**src/rtl/i2c_rf_pkg.sv**
```systemverilog
package i2c_rf_pkg;

   typedef enum logic [3:0] {
      ST_IDLE,
      ST_ADDR,
      ST_ADDR_ACK,
      ST_PTR,
      ST_PTR_ACK,
      ST_WDATA,
      ST_WDATA_ACK,
      ST_RDATA,
      ST_RDATA_ACK
   } xfer_state_e;

   localparam logic [3:0] ADDR_PREFIX = 4'b1011;

endpackage

```
**src/rtl/i2c_rf_linefront.sv**
```systemverilog
module i2c_rf_linefront #(
   parameter int SYNC_STAGES = 2
) (
   input  logic clk,
   input  logic rst_n,
   input  logic scl_i,
   input  logic sda_i,
   output logic sda_q,
   output logic scl_rise,
   output logic scl_fall,
   output logic start_det,
   output logic stop_det
);

   generate
      if (SYNC_STAGES < 2) begin : g_bad_sync
         $error("SYNC_STAGES must be at least 2");
      end
   endgenerate

   logic [SYNC_STAGES-1:0] scl_sh;
   logic [SYNC_STAGES-1:0] sda_sh;
   logic                   scl_p;
   logic                   sda_p;
   logic                   scl_q;

   always_ff @(posedge clk or negedge rst_n) begin
      if (!rst_n) begin
         scl_sh <= '1;
         sda_sh <= '1;
         scl_p  <= 1'b1;
         sda_p  <= 1'b1;
      end else begin
         scl_sh <= {scl_sh[SYNC_STAGES-2:0], scl_i};
         sda_sh <= {sda_sh[SYNC_STAGES-2:0], sda_i};
         scl_p  <= scl_sh[SYNC_STAGES-1];
         sda_p  <= sda_sh[SYNC_STAGES-1];
      end
   end

   assign scl_q     = scl_sh[SYNC_STAGES-1];
   assign sda_q     = sda_sh[SYNC_STAGES-1];
   assign scl_rise  = scl_q & ~scl_p;
   assign scl_fall  = ~scl_q & scl_p;
   assign start_det = scl_q & scl_p & sda_p & ~sda_q;
   assign stop_det  = scl_q & scl_p & ~sda_p & sda_q;

endmodule

```
**src/rtl/i2c_rf_engine.sv**
```systemverilog
module i2c_rf_engine
   import i2c_rf_pkg::*;
#(
   parameter int ADDR_W     = 8,
   parameter int PAGE_BYTES = 8
) (
   input  logic              clk,
   input  logic              rst_n,
   input  logic              scl_rise,
   input  logic              scl_fall,
   input  logic              start_det,
   input  logic              stop_det,
   input  logic              sda_q,
   input  logic [1:0]        strap_i,
   input  logic [7:0]        rd_data,
   output logic              sda_oe,
   output logic [ADDR_W-1:0] ptr,
   output logic              ptr_load,
   output logic              we,
   output logic [ADDR_W-1:0] waddr,
   output logic [7:0]        wdata
);

   localparam int PAGE_W = $clog2(PAGE_BYTES);
   localparam logic [PAGE_W-1:0] OFF_ONE = PAGE_W'(1);
   localparam logic [ADDR_W-1:0] PTR_ONE = ADDR_W'(1);

   xfer_state_e       state;
   logic [3:0]        bitcnt;
   logic [7:0]        shreg;
   logic [6:0]        tx;
   logic              rw;
   logic              mack;
   logic              addr_hit;
   logic [ADDR_W-1:0] page_next;

   assign addr_hit = (shreg[7:1] == {ADDR_PREFIX, strap_i, 1'b0});

   generate
      if (PAGE_W == ADDR_W) begin : g_flat
         assign page_next = ptr + PTR_ONE;
      end else begin : g_paged
         assign page_next = {ptr[ADDR_W-1:PAGE_W], ptr[PAGE_W-1:0] + OFF_ONE};
      end
   endgenerate

   always_ff @(posedge clk or negedge rst_n) begin
      if (!rst_n) begin
         state    <= ST_IDLE;
         bitcnt   <= '0;
         shreg    <= '0;
         tx       <= '0;
         rw       <= 1'b0;
         mack     <= 1'b0;
         sda_oe   <= 1'b0;
         ptr      <= '0;
         ptr_load <= 1'b0;
         we       <= 1'b0;
         waddr    <= '0;
         wdata    <= '0;
      end else begin
         we       <= 1'b0;
         ptr_load <= 1'b0;
         if (start_det) begin
            state  <= ST_ADDR;
            bitcnt <= '0;
            sda_oe <= 1'b0;
         end else if (stop_det) begin
            state  <= ST_IDLE;
            sda_oe <= 1'b0;
         end else begin
            case (state)
               ST_ADDR, ST_PTR, ST_WDATA: begin
                  if (scl_rise && bitcnt != 4'd8) begin
                     shreg  <= {shreg[6:0], sda_q};
                     bitcnt <= bitcnt + 4'd1;
                  end
                  if (scl_fall && bitcnt == 4'd8) begin
                     bitcnt <= '0;
                     if (state == ST_ADDR) begin
                        if (addr_hit) begin
                           sda_oe <= 1'b1;
                           rw     <= shreg[0];
                           state  <= ST_ADDR_ACK;
                        end else begin
                           state  <= ST_IDLE;
                        end
                     end else if (state == ST_PTR) begin
                        sda_oe <= 1'b1;
                        state  <= ST_PTR_ACK;
                     end else begin
                        sda_oe <= 1'b1;
                        state  <= ST_WDATA_ACK;
                     end
                  end
               end
               ST_ADDR_ACK: begin
                  if (scl_fall) begin
                     if (rw) begin
                        tx     <= rd_data[6:0];
                        sda_oe <= ~rd_data[7];
                        state  <= ST_RDATA;
                     end else begin
                        sda_oe <= 1'b0;
                        state  <= ST_PTR;
                     end
                  end
               end
               ST_PTR_ACK: begin
                  if (scl_fall) begin
                     sda_oe   <= 1'b0;
                     ptr      <= shreg[ADDR_W-1:0];
                     ptr_load <= 1'b1;
                     state    <= ST_WDATA;
                  end
               end
               ST_WDATA_ACK: begin
                  if (scl_fall) begin
                     sda_oe <= 1'b0;
                     we     <= 1'b1;
                     waddr  <= ptr;
                     wdata  <= shreg;
                     ptr    <= page_next;
                     state  <= ST_WDATA;
                  end
               end
               ST_RDATA: begin
                  if (scl_rise && bitcnt != 4'd8) begin
                     bitcnt <= bitcnt + 4'd1;
                  end
                  if (scl_fall) begin
                     if (bitcnt == 4'd8) begin
                        sda_oe <= 1'b0;
                        state  <= ST_RDATA_ACK;
                     end else begin
                        sda_oe <= ~tx[6];
                        tx     <= {tx[5:0], 1'b0};
                     end
                  end
               end
               ST_RDATA_ACK: begin
                  if (scl_rise) begin
                     mack <= ~sda_q;
                     ptr  <= ptr + PTR_ONE;
                  end
                  if (scl_fall) begin
                     bitcnt <= '0;
                     if (mack) begin
                        tx     <= rd_data[6:0];
                        sda_oe <= ~rd_data[7];
                        state  <= ST_RDATA;
                     end else begin
                        state  <= ST_IDLE;
                     end
                  end
               end
               default: begin
                  sda_oe <= 1'b0;
               end
            endcase
         end
      end
   end

endmodule

```
**src/rtl/i2c_rf_pagecommit.sv**
```systemverilog
module i2c_rf_pagecommit #(
   parameter int ADDR_W     = 8,
   parameter int PAGE_BYTES = 8
) (
   input  logic                  clk,
   input  logic                  rst_n,
   input  logic                  ptr_load,
   input  logic [ADDR_W-1:0]     ptr,
   input  logic                  we,
   input  logic [$clog2(PAGE_BYTES)-1:0] woff,
   input  logic                  stop_det,
   output logic                  commit,
   output logic [ADDR_W-1:0]     commit_base,
   output logic [PAGE_BYTES-1:0] commit_mask
);

   localparam int PAGE_W = $clog2(PAGE_BYTES);
   localparam logic [ADDR_W-1:0] OFF_MASK = ADDR_W'(PAGE_BYTES - 1);

   logic [PAGE_BYTES-1:0] pend;
   logic [ADDR_W-1:0]     base;
   logic                  take;

   assign take = stop_det && (pend != '0);

   generate
      for (genvar i = 0; i < PAGE_BYTES; i++) begin : g_slot
         logic slot_q;
         always_ff @(posedge clk or negedge rst_n) begin
            if (!rst_n) begin
               slot_q <= 1'b0;
            end else if (ptr_load || take) begin
               slot_q <= 1'b0;
            end else if (we && woff == PAGE_W'(i)) begin
               slot_q <= 1'b1;
            end
         end
         assign pend[i] = slot_q;
      end
   endgenerate

   always_ff @(posedge clk or negedge rst_n) begin
      if (!rst_n) begin
         base        <= '0;
         commit      <= 1'b0;
         commit_base <= '0;
         commit_mask <= '0;
      end else begin
         commit <= take;
         if (ptr_load) begin
            base <= ptr & ~OFF_MASK;
         end
         if (take) begin
            commit_base <= base;
            commit_mask <= pend;
         end
      end
   end

endmodule

```
**src/rtl/i2c_regfile_target.sv**
```systemverilog
module i2c_regfile_target #(
   parameter int ADDR_W      = 8,
   parameter int PAGE_BYTES  = 8,
   parameter int SYNC_STAGES = 2
) (
   input  logic                  clk,
   input  logic                  rst_n,
   input  logic                  scl_i,
   input  logic                  sda_i,
   output logic                  sda_oe_o,
   input  logic [1:0]            strap_i,
   output logic [ADDR_W-1:0]     reg_raddr_o,
   input  logic [7:0]            reg_rdata_i,
   output logic                  reg_we_o,
   output logic [ADDR_W-1:0]     reg_waddr_o,
   output logic [7:0]            reg_wdata_o,
   output logic                  commit_o,
   output logic [ADDR_W-1:0]     commit_base_o,
   output logic [PAGE_BYTES-1:0] commit_mask_o
);

   localparam int PAGE_W = $clog2(PAGE_BYTES);

   generate
      if (ADDR_W < 1 || ADDR_W > 8) begin : g_bad_aw
         $error("ADDR_W must lie in 1..8");
      end
      if (PAGE_BYTES < 2 || (1 << PAGE_W) != PAGE_BYTES) begin : g_bad_page
         $error("PAGE_BYTES must be a power of two of at least 2");
      end
      if (PAGE_W > ADDR_W) begin : g_bad_fit
         $error("page larger than address space");
      end
   endgenerate

   logic              sda_q;
   logic              scl_rise;
   logic              scl_fall;
   logic              start_det;
   logic              stop_det;
   logic [ADDR_W-1:0] ptr;
   logic              ptr_load;

   i2c_rf_linefront #(
      .SYNC_STAGES(SYNC_STAGES)
   ) u_front (
      .clk      (clk),
      .rst_n    (rst_n),
      .scl_i    (scl_i),
      .sda_i    (sda_i),
      .sda_q    (sda_q),
      .scl_rise (scl_rise),
      .scl_fall (scl_fall),
      .start_det(start_det),
      .stop_det (stop_det)
   );

   i2c_rf_engine #(
      .ADDR_W    (ADDR_W),
      .PAGE_BYTES(PAGE_BYTES)
   ) u_engine (
      .clk      (clk),
      .rst_n    (rst_n),
      .scl_rise (scl_rise),
      .scl_fall (scl_fall),
      .start_det(start_det),
      .stop_det (stop_det),
      .sda_q    (sda_q),
      .strap_i  (strap_i),
      .rd_data  (reg_rdata_i),
      .sda_oe   (sda_oe_o),
      .ptr      (ptr),
      .ptr_load (ptr_load),
      .we       (reg_we_o),
      .waddr    (reg_waddr_o),
      .wdata    (reg_wdata_o)
   );

   i2c_rf_pagecommit #(
      .ADDR_W    (ADDR_W),
      .PAGE_BYTES(PAGE_BYTES)
   ) u_commit (
      .clk        (clk),
      .rst_n      (rst_n),
      .ptr_load   (ptr_load),
      .ptr        (ptr),
      .we         (reg_we_o),
      .woff       (reg_waddr_o[PAGE_W-1:0]),
      .stop_det   (stop_det),
      .commit     (commit_o),
      .commit_base(commit_base_o),
      .commit_mask(commit_mask_o)
   );

   assign reg_raddr_o = ptr;

endmodule

```
**config.mk**
```make
export PLATFORM = sky130hd
export DESIGN_NAME = i2c_regfile_target
export DESIGN_NICKNAME = d
export VERILOG_FILES = /design/src/rtl/i2c_rf_pkg.sv /design/src/rtl/i2c_rf_linefront.sv /design/src/rtl/i2c_rf_engine.sv /design/src/rtl/i2c_rf_pagecommit.sv /design/src/rtl/i2c_regfile_target.sv
export SDC_FILE = /design/constraint.sdc
export NUM_CORES = 1
export LEC_CHECK = 0
export BUFFER_PORTS_ARGS = -buffer_cell sky130_fd_sc_hd__buf_4
export CORE_UTILIZATION = 64
export CTS_BUF_LIST = sky130_fd_sc_hd__clkbuf_8
export DETAILED_ROUTE_END_ITERATION = 10
export PLACE_DENSITY = 0.88
export SLEW_MARGIN = 20
export SYNTH_ARGS = -nofsm -noshare
export SYNTH_HDL_FRONTEND = slang
export SYNTH_SLANG_ARGS = --single-unit
```
**constraint.sdc**
```tcl
create_clock -name clk -period 4.2 [get_ports clk]
set_input_delay 0.63 -clock clk [delete_from_list [all_inputs] [get_ports clk]]
set_output_delay 0.63 -clock clk [all_outputs]
set_load 0.01 [all_outputs]
```
# Word level (Yosys, flattened, before mapping)
# Index checks and enable logic that the tools add are counted.
# classes
div_mod_pow	0
n_reduce_logical	39
shifts	0
n_eq_ne	37
bitwise	16
mul	0
muxes	67
addsub	3
n_lt_le_gt_ge	0
# op_table
op	count
$mux W4	14
$mux W7	6
$mux W1	35
$ne A4 B2 Y1 const B	6
$pmux W8 S3	1
$pmux W7 S3	1
$pmux W4 S5	1
$reduce_and A6 Y1	3
$reduce_bool A2 Y1	9
$eq A4 B3 Y1 const B	4
$mux W8	2
$ne A2 B1 Y1 const B	8
$reduce_and A7 Y1	2
$eq A3 B3 Y1 const B	4
$pmux W4 S3	1
$reduce_and A4 Y1	3
$logic_and A1 B1 Y1	11
$mux W3	3
$not A1 Y1	9
$reduce_and A9 Y1	1
$add A8 B1 Y8 const B	1
$eq A4 B2 Y1 const B	2
$eq A4 B4 Y1 const B	2
$reduce_bool A8 Y1	1
22 further kinds	32
# word_totals
elab_cells	191
mem_bits_rw	0
out_inout_bits	43
latch_bits	0
ff_bits	85
rom_bits	0
memories	0

# Longest topological paths before layout
# Gate-level depths: netlist of run 1.
# depth
depth_word	8
depth_mapped	8
depth_no_buf	7

# Hierarchy
# From an unflattened synthesis of run 1, not the netlist that was laid out.
# hier_totals
hier_cells	342
area_unflattened_um2	4071.4
# by_module_without_submodules
mod	area_per_inst_um2	seq_area_each_um2	n_inst	cells_each
i2c_rf_engine	2811.4	1301.2	1	256
i2c_rf_pagecommit	1069.8	675.6	1	76
i2c_rf_linefront	190.2	157.7	1	10

# Worst setup path before layout of run 1
# No wires, ideal clock.
# synth_path
kind	register to register
from	register u_front.scl_sh[1]
to	register u_commit.commit_base[5]
arrival_time_ns	1.750
stages_incl_launch_ff	6
required_time_ns	4.072
path_slack_ns	2.323
path_buffers	2
setup_ns	0.128
synth_period_minus_slack_ns	1.877
path_cell_list	dfstp_2 -> buf_2 -> nand3_1 -> a211oi_2 -> buf_4 -> mux2_1
# synth_between
elab_chain_len	4
# synth_rtl
element	line	rtl
start: declaration	i2c_rf_linefront.sv:21	logic [SYNC_STAGES-1:0] scl_sh;
start signal: assignment	i2c_rf_linefront.sv:34	scl_sh <= {scl_sh[SYNC_STAGES-2:0], scl_i};
$and A1 B1 Y1 (3 in a row)	i2c_rf_linefront.sv:46	assign stop_det = scl_q & scl_p & ~sda_p & sda_q;
$logic_and A1 B1 Y1	i2c_rf_pagecommit.sv:24	assign take = stop_det && (pend != '0);
via u_commit.take	i2c_rf_pagecommit.sv:22	logic take;
end signal: assignment	i2c_rf_pagecommit.sv:54	commit_base <= base;
end: declaration	i2c_rf_pagecommit.sv:13	output logic [ADDR_W-1:0] commit_base,
# The timed path passes the listed nets, and every way through them passes these cells.
# A chain may end at the register's enable or synchronous reset.

# Worst setup path in the final report of run 1
# layout_path
from	register u_engine.state[0]
to	register u_engine.tx[2]
# layout_between
elab_chain_len	3
# layout_rtl
element	line	rtl
start: declaration	i2c_rf_engine.sv:28	xfer_state_e state;
start signal: assignment	i2c_rf_engine.sv:49	state <= ST_IDLE;
start signal: assignment	i2c_rf_engine.sv:65	state <= ST_ADDR;
start signal: assignment	i2c_rf_engine.sv:69	state <= ST_IDLE;
$eq A4 B4 Y1, or another cell as far along	i2c_rf_engine.sv:72	case (state)
$ne A2 B1 Y1 (no line), or another cell as far along	-	
$reduce_and A9 Y1 (no line)	-	
end signal: assignment	i2c_rf_engine.sv:100	tx <= rd_data[6:0];
end signal: assignment	i2c_rf_engine.sv:137	tx <= {tx[5:0], 1'b0};
end signal: assignment	i2c_rf_engine.sv:149	tx <= rd_data[6:0];
end: declaration	i2c_rf_engine.sv:31	logic [6:0] tx;
# Several ways; a longest one is shown, not always the timed one.

==> results of run 1 <==
-- power by group through the flow --
stage                     sequential, mW  combinational (mW)  clock [mW]
after floorplan                     1.19               0.579           0
after global placement              1.27               0.708           0
after detailed placement            1.29               0.743           0
after CTS                           1.28               0.752       0.542
after global routing                1.32               0.822       0.576
final                               1.29               0.753       0.530
-- layout make-up --
class,instances,area (sq um)
sequential,85,2130
multi-input combinational,232,1830
fill,382,1380
timing repair buffer,53,402
clock buffer,9,124
tap,75,93.8
clock inverter,7,60.1
inverter,9,33.8
-- critical path, stage by stage (launching register included) --
cell and delay [ns]:
dfrtp_1 0.75, nor2b_1 0.62, nand3_2 0.24, o2111ai_4 0.44, mux2_4 0.34
-- metal layers --
layer / part of all wire [%] / wire length (um) / track usage (%) / vias up
met5: 0 / 0 / 0 / -
met4: 1.3 / 112 / 9.47 / 0
met3: 5.6 / 468 / 4.89 / 14
met2: 51 / 4250 / 44.0 / 116
met1: 42 / 3490 / 35.6 / 1431
li1: - / - / - / 1325
-- cell families after synthesis --
kind of cell             after synthesis  synth area share (%)
adder cells (fa/ha/maj)                3                 0.917
AO/OA/AOI/OAI                         65                  11.2
buffers and inverters                 27                  3.55
multiplexers                          60                  17.7
XOR/XNOR                               5                  1.07
flip-flops                            85                  52.1
other                                  1                0.0916
AND/OR/NAND/NOR                       96                  13.3
-- cells in the final DEF, fill, tap and decap left out, drive strengths merged, types with 3 or more instances in the layout --
cell	instances
a22oi	3
a31oi	8
o22ai	3
o21ai	15
nor4	5
dfrtp	79
xor2	4
inv	11
conb	3
nor3	4
nor2b	5
ha	3
a21o	3
clkbuf	9
clkinvlp	3
nand3	7
nand2b	5
a211oi	4
nand2	15
a21oi	14
nand3b	4
and3	7
dfstp	6
mux2	55
buf	53
mux2i	5
nor2	32
-- how the worst max path moves through the flow --
| stage | endpoint | slack [ns] | cells past startpoint |
|---|---|---|---|
| final | u_engine.tx[2]$_DFFE_PN0P_ | 1.69 | 4 |
| after global routing | u_engine.bitcnt[0]$_DFFE_PN0P_ | 1.59 | 5 |
| after CTS | u_engine.tx[2]$_DFFE_PN0P_ | 1.79 | 4 |
| after detailed placement | u_engine.tx[6]$_DFFE_PN0P_ | 1.84 | 4 |
| after global placement | u_engine.tx[1]$_DFFE_PN0P_ | 1.87 | 4 |
| after floorplan | u_commit.commit_base[5]$_DFFE_PN0P_ | 2.32 | 5 |
-- state kept, by name, indices dropped and copies added (netlist names), 2 cells and up --
name and flops:
u_front.scl_sh 2, u_commit.commit_base 5, u_engine.ptr 8, u_engine.shreg 8, u_engine.waddr 8, u_engine.wdata 8, u_front.sda_sh 2, u_commit.g_slot.slot_q 8
u_commit.commit_mask 8, u_commit.base 5, u_engine.bitcnt 4, u_engine.state 4, u_engine.tx 7
==> key figures, run 1 <==
Run status
  • Outcome: completed

Run
  • Max cap viols: 0

Global routing
  • Global-route wire length before repair: 13.2 mm
  • Number of global-route vias before repair: roughly 2700
  • Initial antenna violation count: 0
  • Pin count of the biggest net entering global routing: 86
  • Global route overflow: 0
  • All-Layer GR Usage: a little over a quarter

Placement
  • Final estimated routing congestion in global placement: 0.880
  • Port Buffers: 53
  • Pre-CTS setup slack: between 1.5 and 2 ns
  • DPL Wire Length: 5.54 mm
  • Dpl cells: 454
  • Placement Cell Area: 4480 sq um

STA
  • Final Hold Viols: 0
  • Relative slew slack: around half
  • Worst Tran Pin Value: 0.743 ns
  • Max-slew violation count: 0
  • RSZ-0062 raised after global routing: false
  • Count of final setup violators: 0
  • Fmax: 399 MHz
  • Skew final: about 0.0047 ns
  • Fin crit share: 59.7%
  • Tmin final: 2.51 ns
  • Hold slack: 0.322 ns
  • Final WS setup: 1.69 ns
  • Final setup TNS: 0 ns

Route
  • First-iteration detailed-routing DRC count: 188
  • Drt total wl: 8.32 mm
  • Antenna Nets Post-Route: 0
  • Vias: 2886
  • WL/cell: between 15 and 20 um
  • Residual DRC: 0
  • Vias/cell: 6.14
  • Pre-antenna DRT Iters: 5

Pwr
  • Pwr Density: 550 nW/um^2
  • Sequential Power Share: 50.1%
  • Switching Share: around 37%
  • Switching power: 0.942 mW
  • Combinational share of power: around 29%
  • Peak VDD IR: 0.000356 V
  • Clk pwr share: 20.6%
  • Pleak: 2.32 nW
  • Total power: 2.57 mW
  • Internal power: roughly 1.6 mW

Critical path
  • Worst r2r src: u_engine.state[0]$_DFFE_PN0P_
  • CP Launch Type: flip-flop
  • Crit end category: flip-flop
  • Worst flop-to-flop path endpoint: u_engine.tx[2]$_DFFE_PN0P_
  • R2R cell count: 4
  • Worst setup path class: flip-flop to flip-flop
  • Crit path required time: 4.43 ns
  • Crit. Startpoint: u_engine.state[0]$_DFFE_PN0P_
  • R2R setup slack: 1.69 ns
  • CP arrival: between 2 and 3 ns
  • Crit Path Max Fanout: 18

Synthesis
  • Yosys top cell area share: 48.3%
  • Mapped Area: 4090 sq um
  • Ys Warns: 0
  • Syn_area_per_cell: 12.0 sq um
  • Most numerous cell in the Yosys netlist: dfrtp_1
  • Synth cell types: 65
  • Post-synthesis cell count: approximately 340
  • Top_reg_cell synth: dfrtp_1
  • Yosys reg bits: 85
  • Synth area leaders: dfrtp_1 (48%), mux2_2 (8.5%), mux2_4 (5.5%)
  • EDFF count, synth: 0
  • Seq/Total Area, Yosys: 52.1%
  • Asr flop ratio synth: 100%
  • Synth cell count leaders: dfrtp_1 (79), mux2_2 (31), nor2_1 (29)
  • Area leader, netlist: dfrtp_1

Clocking
  • Clock-pin slew on the worst setup and hold paths: 0.09 ns
  • H-Tree Depth: 3
  • Total CTS buffers: 9
  • Clock Sinks: 85
  • Max clock buf depth: 2
  • CTS tree: done
  • Post-cts sizing count: 0
  • Hold buffers post-CTS: 0
  • Post-CTS setup buffers: 0
  • Worst-Skew Late Latency: 0.34 ns
  • Root Buffer: clkbuf_8

Floorplan
  • Initial Util: between 60% and 70%
  • Core Region: approximately 6000 sq um
  • Rows: 28
  • Area of the die: 6720 sq um
  • Die width: 82.0 um
  • Boundary Pins: between 50 and 60
  • Chip height: 82.0 um

Layout
  • Syn-to-layout area delta: 14.2%
  • Non-Filler Instances: 470
  • Share of cells above drive strength 1: 34.7%
  • Final core occ: 77.2%
  • Ant diodes: 0
  • Post-route cell area: 4680 sq um
  • Final nets: 407

Worst hold path
  • Hold WC Path Type: input pin to async pin
Note: power is estimated with default switching activity, not from simulation.
==> inputs of run 2 (changes only) <==
--- a/config.mk
+++ b/config.mk
@@ -6,10 +6,10 @@
 export NUM_CORES = 1
 export LEC_CHECK = 0
 export BUFFER_PORTS_ARGS = -buffer_cell sky130_fd_sc_hd__buf_4
-export CORE_UTILIZATION = 64
+export CORE_UTILIZATION = 59
 export CTS_BUF_LIST = sky130_fd_sc_hd__clkbuf_8
 export DETAILED_ROUTE_END_ITERATION = 10
-export PLACE_DENSITY = 0.88
+export PLACE_DENSITY = 0.82
 export SLEW_MARGIN = 20
 export SYNTH_ARGS = -nofsm -noshare
 export SYNTH_HDL_FRONTEND = slang
==> constraint.sdc (replaced) <==
create_clock -name clk -period 2.6 [get_ports clk]
set_input_delay 0.39 -clock clk [delete_from_list [all_inputs] [get_ports clk]]
set_output_delay 0.39 -clock clk [all_outputs]
set_load 0.01 [all_outputs]
==> run 2 against run 1 <==
Against the previous run: via count is 1.0% lower; sequential share of layout area is 0.72 points lower; combinational power is 69% higher; count of clock-buffer cells in the layout is 1 higher; die area is 8.3% higher; setup slack worse by 1.2 ns; sequential power is 59% higher; critical endpoint is now u_engine.ptr[6]$_DFFE_PN0P_; highest routed layer unchanged.
==> key figures, run 2 (synthesis results as in run 1) <==
Clocking
  • Clock-pin slew on the worst setup and hold paths: 0.09 ns (about the same)
  • CTS tree: done
  • H-Tree Depth: 3 (unchanged)
  • Clock Sinks: 85 (unchanged)
  • Total CTS buffers: 9 (unchanged)
  • Post-CTS setup buffers: 0 (unchanged)
  • Worst-Skew Late Latency: 0.36 ns (+0.02 ns)
  • Root Buffer: clkbuf_8
  • Max clock buf depth: 2 (unchanged)

Route
  • Vias: 2856 (-1.0%)
  • First-iteration detailed-routing DRC count: 120 (-36%)
  • Residual DRC: 0 (unchanged)
  • Drt total wl: 8.19 mm (-1.6%)
  • Antenna Nets Post-Route: 0 (unchanged)
  • Pre-antenna DRT Iters: 4 (-1)
  • WL/cell: 17.0 um (-4.1%)
  • Vias/cell: 5.93 (-3.5%)

Layout
  • Layout fillers: 476 (+25%)
  • Syn-to-layout area delta: 16.1%
  • Non-Filler Instances: 482 (+2.6%)
  • Most frequent cells in the layout: dfrtp_1 (79), buf_4 (61), mux2_2 (31), nor2_1 (29)
  • Share of cells above drive strength 1: 35.6% (+0.87 points)
  • Ant diodes: 0 (unchanged)
  • Final nets: 417 (+2.5%)
  • Commonest non-fill, non-tap cell in the layout: dfrtp_1

Critical path
  • Crit. Startpoint: u_engine.state[1]$_DFFE_PN0P_
  • Worst r2r src: u_engine.state[1]$_DFFE_PN0P_
  • Worst flop-to-flop path endpoint: u_engine.ptr[6]$_DFFE_PN0P_
  • Crit Path Max Fanout: 17 (-1)
  • Max incr delay on CP: 0.69 ns (-0.06 ns)
  • CP arrival: 2.37 ns (-0.37 ns)
  • CP Launch Type: flip-flop
  • Critical path cell sequence: or4b_1 > buf_4 > nor3_1 > a21oi_1 > o21ai_0
  • Slowest CP cell: or4b_1
  • R2R cell count: 5 (+1)
  • Worst setup path class: flip-flop to flip-flop
  • Buffers and inverters on the worst path: 1 (+1)
  • CP delay by family, top: simple AND/OR/NAND/NOR gates
  • Crit path required time: 2.87 ns (-1.56 ns)
  • Crit end category: flip-flop
  • R2R setup slack: 0.49 ns (-1.20 ns)

Placement
  • Port Buffers: 53 (unchanged)
  • Final estimated routing congestion in global placement: 0.915 (+4.0%)
  • DPL Wire Length: 5.87 mm (+6.0%)
  • Dpl cells: 465 (+2.4%)

STA
  • Tmin final: 2.11 ns (-0.402 ns)
  • Max-slew violation count: 0 (unchanged)
  • Relative slew slack: 54.8% (+4.3 points)
  • Count of final setup violators: 0 (unchanged)
  • Skew final: 0.00960 ns (+0.00493 ns)
  • RSZ-0062 raised after global routing: false
  • Final Hold Viols: 0 (unchanged)
  • Fmax: 475 MHz (+19%)
  • Worst Tran Pin Value: 0.669 ns (-0.0733 ns)
  • Final setup TNS: 0 ns (unchanged)
  • Fin crit share: 81.0% (+21 points)
  • Hold slack: 0.134 ns (-0.188 ns)

Worst hold path
  • Hold WC Path Type: input pin to flip-flop
  • Worst Hold End: u_front.sda_sh[0]$_DFF_PN1_
  • Hold depth: 1
  • HP Start: sda_i

Run
  • Max cap viols: 0 (unchanged)

Pwr
  • Peak VDD IR: 0.000586 V (+65%)
  • Pwr Density: 877 nW/um^2 (+60%)
  • Pleak: 2.38 nW (+2.5%)

Floorplan
  • Boundary Pins: 57 (unchanged)
  • Chip height: 85.3 um (+4.0%)
  • Die width: 85.3 um (+4.0%)
  • Core Region: 6530 sq um (+7.8%)
  • Rows: 29 (+3.6%)
  • Initial Util: 62.7% (-4.9 points)
  • Area of the die: 7280 sq um (+8.3%)

Global routing
  • Global-route wire length before repair: 13.8 mm (+4.4%)
  • Pin count of the biggest net entering global routing: 85 (-1.2%)
  • Number of global-route vias before repair: 2795 (+2.6%)
  • Initial antenna violation count: 0 (unchanged)
  • Global route overflow: 0 (unchanged)
  • All-Layer GR Usage: 24.7% (-2.1 points)

Run status
  • Outcome: completed
## run 2: through the flow
| step | setup slack (ns) | instance area (sq um) | power [mW] | util, % |
|---|---|---|---|---|
| 3_3_place_gp | 0.627 | 4560 | 3.26 | 69.9 |
| 6_report | 0.494 | 4750 | 4.17 | 72.8 |
| 2_1_floorplan | 0.723 | 4100 | 2.86 | - |
| 3_5_place_dp | 0.525 | 4560 | 3.33 | 69.9 |
| 5_1_grt | 0.335 | 4750 | 4.41 | 72.8 |
| 4_1_cts | 0.506 | 4750 | 4.17 | 72.8 |
## run 2: timing repair
action                    4_1_cts  5_1_grt
gates resized for setup         0        0
hold buffers                    1        0
hold endpoints to repair        1        0
## run 2: metal layers
metal	wire [um]	up-vias	track usage, %
li1	-	1347	-
met1	3790	1415	36.0
met2	3890	76	37.0
met3	328	18	5.35
met4	181	0	8.64
met5	0	-	0
## run 2: worst max path at each step
stage,cells after the start,slack (ns),end
after floorplan,5,0.72,u_commit.commit_base[5]$_DFFE_PN0P_
final,5,0.49,u_engine.ptr[6]$_DFFE_PN0P_
after CTS,5,0.51,u_engine.ptr[6]$_DFFE_PN0P_
after global placement,5,0.63,u_engine.sda_oe$_DFFE_PN0P_
after global routing,6,0.33,u_engine.bitcnt[0]$_DFFE_PN0P_
after detailed placement,5,0.53,u_engine.ptr[6]$_DFFE_PN0P_
## run 2: report_power, final
group	internal (mW)	switching [mW]
clock network	0.371	0.474
registers	1.62	0.430
logic	0.685	0.586
## run 2: area by class of cell
cell class	instances	area [sq um]	area share, %
clock inverters	6	40.0	0.843
inverters	9	33.8	0.711
well taps	77	96.3	2.03
clock buffers	10	138	2.90
repair buffers	63	488	10.3
flip-flops and latches	85	2130	44.9
multi-input cells	232	1820	38.3
